<file path="src/rtl/win_decode_pkg.sv">
package win_decode_pkg;
  localparam int WIN_CNT  = 4;
  localparam int PAIR_CNT = WIN_CNT / 2;

  // Strobes from control to datapath: which comparators may report a hit.
  typedef struct packed {
    logic [WIN_CNT-1:0] cmpEn;
  } winStrb_t;
endpackage

</file>
<file path="src/rtl/win_decode_dp.sv">
module win_decode_dp
  import win_decode_pkg::*;
#(
  parameter int ADDR_W = 32,
  parameter int BASE_W = 16,
  parameter int MASK_W = 8
) (
  input  logic [ADDR_W-1:0]         busAddr,
  input  logic [WIN_CNT*BASE_W-1:0] winBase,
  input  logic [WIN_CNT*MASK_W-1:0] winSize,
  input  winStrb_t                  strb,
  output logic [WIN_CNT-1:0]        rawHit
);
  localparam int FIXED_W = BASE_W - MASK_W;

  logic [BASE_W-1:0] addrUpper;
  assign addrUpper = busAddr[ADDR_W-1 -: BASE_W];

  for (genvar gi = 0; gi < WIN_CNT; gi++) begin : g_cmp
    logic [BASE_W-1:0] baseI;
    logic [BASE_W-1:0] careMask;
    logic [BASE_W-1:0] diffBits;

    assign baseI    = winBase[gi*BASE_W +: BASE_W];
    // Upper bits are never masked; low bits are freed by set size bits.
    assign careMask = ~{{FIXED_W{1'b0}}, winSize[gi*MASK_W +: MASK_W]};
    assign diffBits = (addrUpper ^ baseI) & careMask;
    assign rawHit[gi] = strb.cmpEn[gi] && (diffBits == '0);
  end
endmodule

</file>
<file path="src/rtl/win_decode_ctrl.sv">
module win_decode_ctrl
  import win_decode_pkg::*;
(
  input  logic                accValid,
  input  logic [WIN_CNT-1:0]  winEn,
  input  logic [PAIR_CNT-1:0] pairMerge,
  input  logic [WIN_CNT-1:0]  rawHit,
  output winStrb_t            strb,
  output logic [WIN_CNT-1:0]  winSel,
  output logic                winMiss
);
  // Second window of a fused pair is switched off; the first one stands in.
  for (genvar gw = 0; gw < WIN_CNT; gw++) begin : g_en
    if ((gw % 2) == 1) begin : g_second
      assign strb.cmpEn[gw] = winEn[gw] && !pairMerge[gw/2];
    end else begin : g_first
      assign strb.cmpEn[gw] = winEn[gw];
    end
  end

  logic [WIN_CNT-1:0] qualHit;
  assign qualHit = accValid ? rawHit : '0;

  always_comb begin
    logic taken;
    taken  = 1'b0;
    winSel = '0;
    for (int i = 0; i < WIN_CNT; i++) begin
      if (qualHit[i] && !taken) begin
        winSel[i] = 1'b1;
        taken     = 1'b1;
      end
    end
    winMiss = accValid && !taken;
  end
endmodule

</file>
<file path="src/rtl/win_decode_top.sv">
module win_decode_top
  import win_decode_pkg::*;
#(
  parameter int ADDR_W = 32,
  parameter int BASE_W = 16,
  parameter int MASK_W = 8
) (
  input  logic [ADDR_W-1:0]         busAddr,
  input  logic                      accValid,
  input  logic [WIN_CNT*BASE_W-1:0] winBase,
  input  logic [WIN_CNT*MASK_W-1:0] winSize,
  input  logic [WIN_CNT-1:0]        winEn,
  input  logic [PAIR_CNT-1:0]       pairMerge,
  output logic [WIN_CNT-1:0]        winSel,
  output logic                      winMiss
);
  winStrb_t           strb;
  logic [WIN_CNT-1:0] rawHit;

  win_decode_dp #(.ADDR_W(ADDR_W), .BASE_W(BASE_W), .MASK_W(MASK_W)) u_dp (
    .busAddr (busAddr),
    .winBase (winBase),
    .winSize (winSize),
    .strb    (strb),
    .rawHit  (rawHit)
  );

  win_decode_ctrl u_ctrl (
    .accValid  (accValid),
    .winEn     (winEn),
    .pairMerge (pairMerge),
    .rawHit    (rawHit),
    .strb      (strb),
    .winSel    (winSel),
    .winMiss   (winMiss)
  );
endmodule

</file>
<file path="config.mk">
export PLATFORM = sky130hd
export DESIGN_NAME = win_decode_top
export DESIGN_NICKNAME = d
export VERILOG_FILES = /design/src/rtl/win_decode_pkg.sv /design/src/rtl/win_decode_dp.sv /design/src/rtl/win_decode_ctrl.sv /design/src/rtl/win_decode_top.sv
export SDC_FILE = /design/constraint.sdc
export NUM_CORES = 1
export LEC_CHECK = 0
export BUFFER_PORTS_ARGS = -buffer_cell sky130_fd_sc_hd__buf_2
export CORE_AREA = 2 2 58 60
export DETAILED_ROUTE_END_ITERATION = 7
export DIE_AREA = 0 0 60 62
export PLACE_DENSITY_LB_ADDON = 0.05
export SYNTH_ARGS = -nofsm -noshare
export SYNTH_HDL_FRONTEND = slang
export SYNTH_SLANG_ARGS = --single-unit
</file>
<file path="constraint.sdc">
create_clock -name vclk -period 2.65
set_input_delay 0.6625 -clock vclk [all_inputs]
set_output_delay 0.6625 -clock vclk [all_outputs]
set_load 0.02 [all_outputs]
</file>
* Word level (Yosys, flattened, before mapping)
Index checks and enable logic that the tools add are counted.
** Storage, ports and cells
- Register bits after elaboration :: 0
- Logic and storage cells :: 40
- Bits of input ports :: 135
** Operators by class
- Bitwise gates (word level) :: 12
- Multiplexer cells :: 8
- Reduce and logical (&&, ||, !) cells :: 20
** Operators with widths (count)
- 16-bit bitwise AND :: 4
- 16-bit zero test :: 4
- 8-bit NOT with 16-bit output :: 4
- 16-bit XOR :: 4
- 1-bit logical AND :: 10
- 1-bit 2-to-1 mux :: 7
- 1-bit zero test :: 6
- 4-bit 2-to-1 mux :: 1

* Logic depth before layout (Yosys ltp)
- Depth in word-level cells :: 17
- Gate-level depth with buffers :: 6
- Mapped depth without buffers :: 5

* By module
A second synthesis with hierarchy kept.
** Unflattened totals
- Cell total of the unflattened synthesis :: 121
- Area, all modules :: 972.2 um^2
** Modules (own cells, without submodules)
- win_decode_dp :: sequential area each 0.0 um^2, times used 1, area each 868.3 um^2, cells an instance 110
- win_decode_ctrl :: sequential area each 0.0 um^2, times used 1, area each 103.8 um^2, cells an instance 11

* Least setup slack after synthesis
Ideal clock, no wire load.
- Path kind :: input port to output port
- Start :: input busAddr[19]
- End :: output winSel[1]
- Data arrival time :: 2116 ps
- Slack :: -128 ps
- Cell stages on the path :: 5
- Path through :: clkbuf_1 > xnor2_1 > o22ai_1 > or4_1 > nor3_1
** Between the ends
- Cells in the longest elaborated chain, start to end :: 9
- Elaborated cells between the ends (all ways) :: 13
- Those cells by class :: mux: 3; bitwise: 4; reduce/logical: 6
** RTL lines
- from (decl) :: RTL line win_decode_top.sv:8 : input logic [ADDR_W-1:0] busAddr,
- 16-bit XOR :: RTL line win_decode_dp.sv:27 : assign diffBits = (addrUpper ^ baseI) & careMask;
- 16-bit bitwise AND :: RTL line win_decode_dp.sv:27
- 16-bit zero test :: RTL line win_decode_dp.sv:28 : assign rawHit[gi] = strb.cmpEn[gi] && (diffBits == '0);
- 1-bit logical AND :: RTL line win_decode_dp.sv:28
- 4-bit 2-to-1 mux * :: RTL line win_decode_ctrl.sv:22 : assign qualHit = accValid ? rawHit : '0;
- 1-bit 2-to-1 mux :: RTL line win_decode_ctrl.sv:29 : if (qualHit[i] && !taken) begin
- 1-bit zero test :: RTL line win_decode_ctrl.sv:29
- 1-bit logical AND * :: RTL line win_decode_ctrl.sv:29
- 1-bit 2-to-1 mux * :: RTL line win_decode_ctrl.sv:29
- to (decl) :: RTL line win_decode_top.sv:14 : output logic [WIN_CNT-1:0] winSel,
Mark *: on every way between the ends. The rest lies on a longest branch, timed or not.

* Worst setup path in the final report
- Start :: input busAddr[16]
- End :: output winSel[1]
The elaborated chain is that of the path after synthesis.

==> impl_results.md <==
* Status: finished with violations
* Failing checks: negative setup slack
* Syn_area_per_cell at 7.892 um^2
* WL final at 3675 um
* Ys Warns at 0
* Period utilization at 105.5%
* Share of cells above drive strength 1 at 72.76%
* Lkg Pwr at 1.008 nW
* Least-Margin Pin Slew at 0.3849 ns
* Final Hold Slack at 1.737 ns
* Post-route worst setup slack at -0.1453 ns
* Worst slew margin at around three quarters
* Setup TNS at -0.6407 ns
* Syn_nets at 252
* Largest net degree at the start of global routing at 6
* Vias at around 1400
* Placed Cells at 303
* PD cells at 156.6 nW/um^2
* Met3 WL post-DR at 220 um
* Top-level I/O count at 140
* Initial antenna violation count at 0
* M1 WL at about 1500 um
* Initial core utilization at 29.04%
* DRT antenna net count at 0
* Total power at 327.9 uW
* Slowest cell on the critical path: or4_4
* Worst hold path depth at 5
* GRT Total Usage at ~17%
* Die H at 62 um
* Final critical-path required period at 2.795 ns
* Placed inst area at ~1700 um^2
* Seq cells at 0
* Layout Cells excl Fill at between 300 and 400
* Final slew viol count at 0
* Critical path launch point type: input port
* Crit path largest cell delay at between 0.5 and 0.6 ns
* Final Wtd Congestion at 0.7498
* DRC violations left at 0
* Area Overhead vs Synth at 126.7%
* Setup crit end kind: primary output
* Yosys top cell area share at 36.04%
* Final Setup Violations at 5
* Die width at 60 um
* # Max-Cap Violations at 0
* Worst setup path class: input port to primary output
* CLK BUF at 0
* Cell Rows at 21
* Final Hold Fails at 0
* Hold Startpoint: pairMerge[1]
* Cell count after synthesis at 117
* Unrepaired setup endpoints after global routing: yes
* Nets@finish at about 390
* WL/cell at about 12 um
* Number of diodes at 0
* Hold Path End: winSel[3]
* Top Metal Used: met3
* Count of cell types in the netlist at 20
* Vias/cell at about 4.5
* Worst endpoint required time at roughly 2.0 ns
* Vias in the first global route at 1167
* Gr ovfl total at 0
* Iteration count of the initial detailed-routing pass at 4
* Max VDD drop at 72.11 uV
* WL met2 at 1994 um
* DRT iter0 DRCs at 17
* Hold Path Class: input port to primary output
* Die area at 3720 um^2
* Final Instance Area at 2093 um^2
* Top cell type by total area after synthesis: xnor2_1
* Filler Cells Inserted at 289
* First-pass GRT wire length at 4885 um
* Final Util at 65.84%
* Core Area at about 3200 um^2
* Most used cell, CP: buf_4
* Seq/Total Area, Yosys at 0%
* Area occupied by multi-input gates at 1151 um^2
* Register area at 0 um^2
* CP cell instances: buf_4, xnor2_2, o22ai_2, or4_4, buf_4, nor2_4, nor3_4, buf_6
* Hold_buf cts at 0
* Area contributors post-synth: xnor2_1 36%, xor2_1 22%, o22ai_1 8.8%, xnor2_2 5.3%, o2111ai_1 3.8%
* Fmax at about 360 MHz
* I/O Buffers at 124
* Critical-path maximum fanout at 4
* WP data arrival at roughly 2.1 ns
* Post-DP HPWL at between 3000 and 4000 um
* Place WS at -0.2179 ns
* Synthesized area at around 900 um^2
## where the power goes
group	switching [mW]	internal, mW	leakage [nW]
sequential	0	0	0
clock	0	0	0
combinational	0.136	0.192	1.01
total	0.136	0.192	1.01
## area by class of cell
type,instances,share of cell area (%)
well taps,46,2.750
multi-input cells,109,54.99
repair buffers,148,42.26
## layout by cell type (no fill, tap or decap), types with 2 or more instances in the layout
cell type and count:
buf_4 26, buf_2 110, o22ai_2 5, buf_6 11, nand4_1 2, o22ai_1 7
nand2_1 2, nor3_2 2, xnor2_1 26, or4_4 3, nor4_2 5, xor2_1 23
nor3_1 3, xnor2_2 14, nor2_1 5, o2111ai_4 2, nor3_4 2
## synth_stat cells
cell       number
o2111ai_1       4
nor3_2          1
nor3_1          6
buf_6           3
xor2_1         23
nor4bb_1        1
buf_2           2
nor2_2          1
and3_1          1
nand2_1         2
nor3b_2         1
clkbuf_1        2
nand4_1         2
nor2_1          5
nor4_1          5
xnor2_2         3
xnor2_1        38
o22ai_1        13
or4_1           3
clkbuf_2        1
## routing by layer
layer | vias to the layer above | track usage (%)
met4 | 0 | 0.6349
met5 | - | 0
met2 | 60 | 33.23
li1 | 696 | -
met3 | 0 | 0.8282
met1 | 601 | 21.78
## how the worst max path moves through the flow
stage	slack [ns]	end	depth (start not counted)	start
finish	-0.15	winSel[1]	8	busAddr[16]
global route	-0.19	winSel[2]	8	busAddr[16]
global placement	-0.20	winMiss	8	busAddr[26]
detailed placement	-0.22	winSel[2]	8	busAddr[28]
CTS	-0.11	winSel[2]	7	winBase[34]
floorplan	-0.05	winSel[2]	6	busAddr[17]
## cell families (layout without fill, tap and decap cells)
group,count (synthesis),count (layout),synth area share [%]
compound gates,17,17,12.60
simple gates,28,28,18.16
buf+inv,8,148,6.097
xor+xnor,64,64,63.14
## timing repair
action	4_1_cts	5_1_grt
setup endpoints to repair	5	5
pin swaps	18	17
gates resized for setup	35	30
setup buffers	0	0
## worst max-delay path: cells and delay by family
family	cells	cell delay, ns
and+or+nand+nor	3	0.80
AOI/OAI and AO/OA	1	0.10
xor gates and xnor gates	1	0.14
buffers and inverters	3	0.44
(Power assumes the default switching activity.)
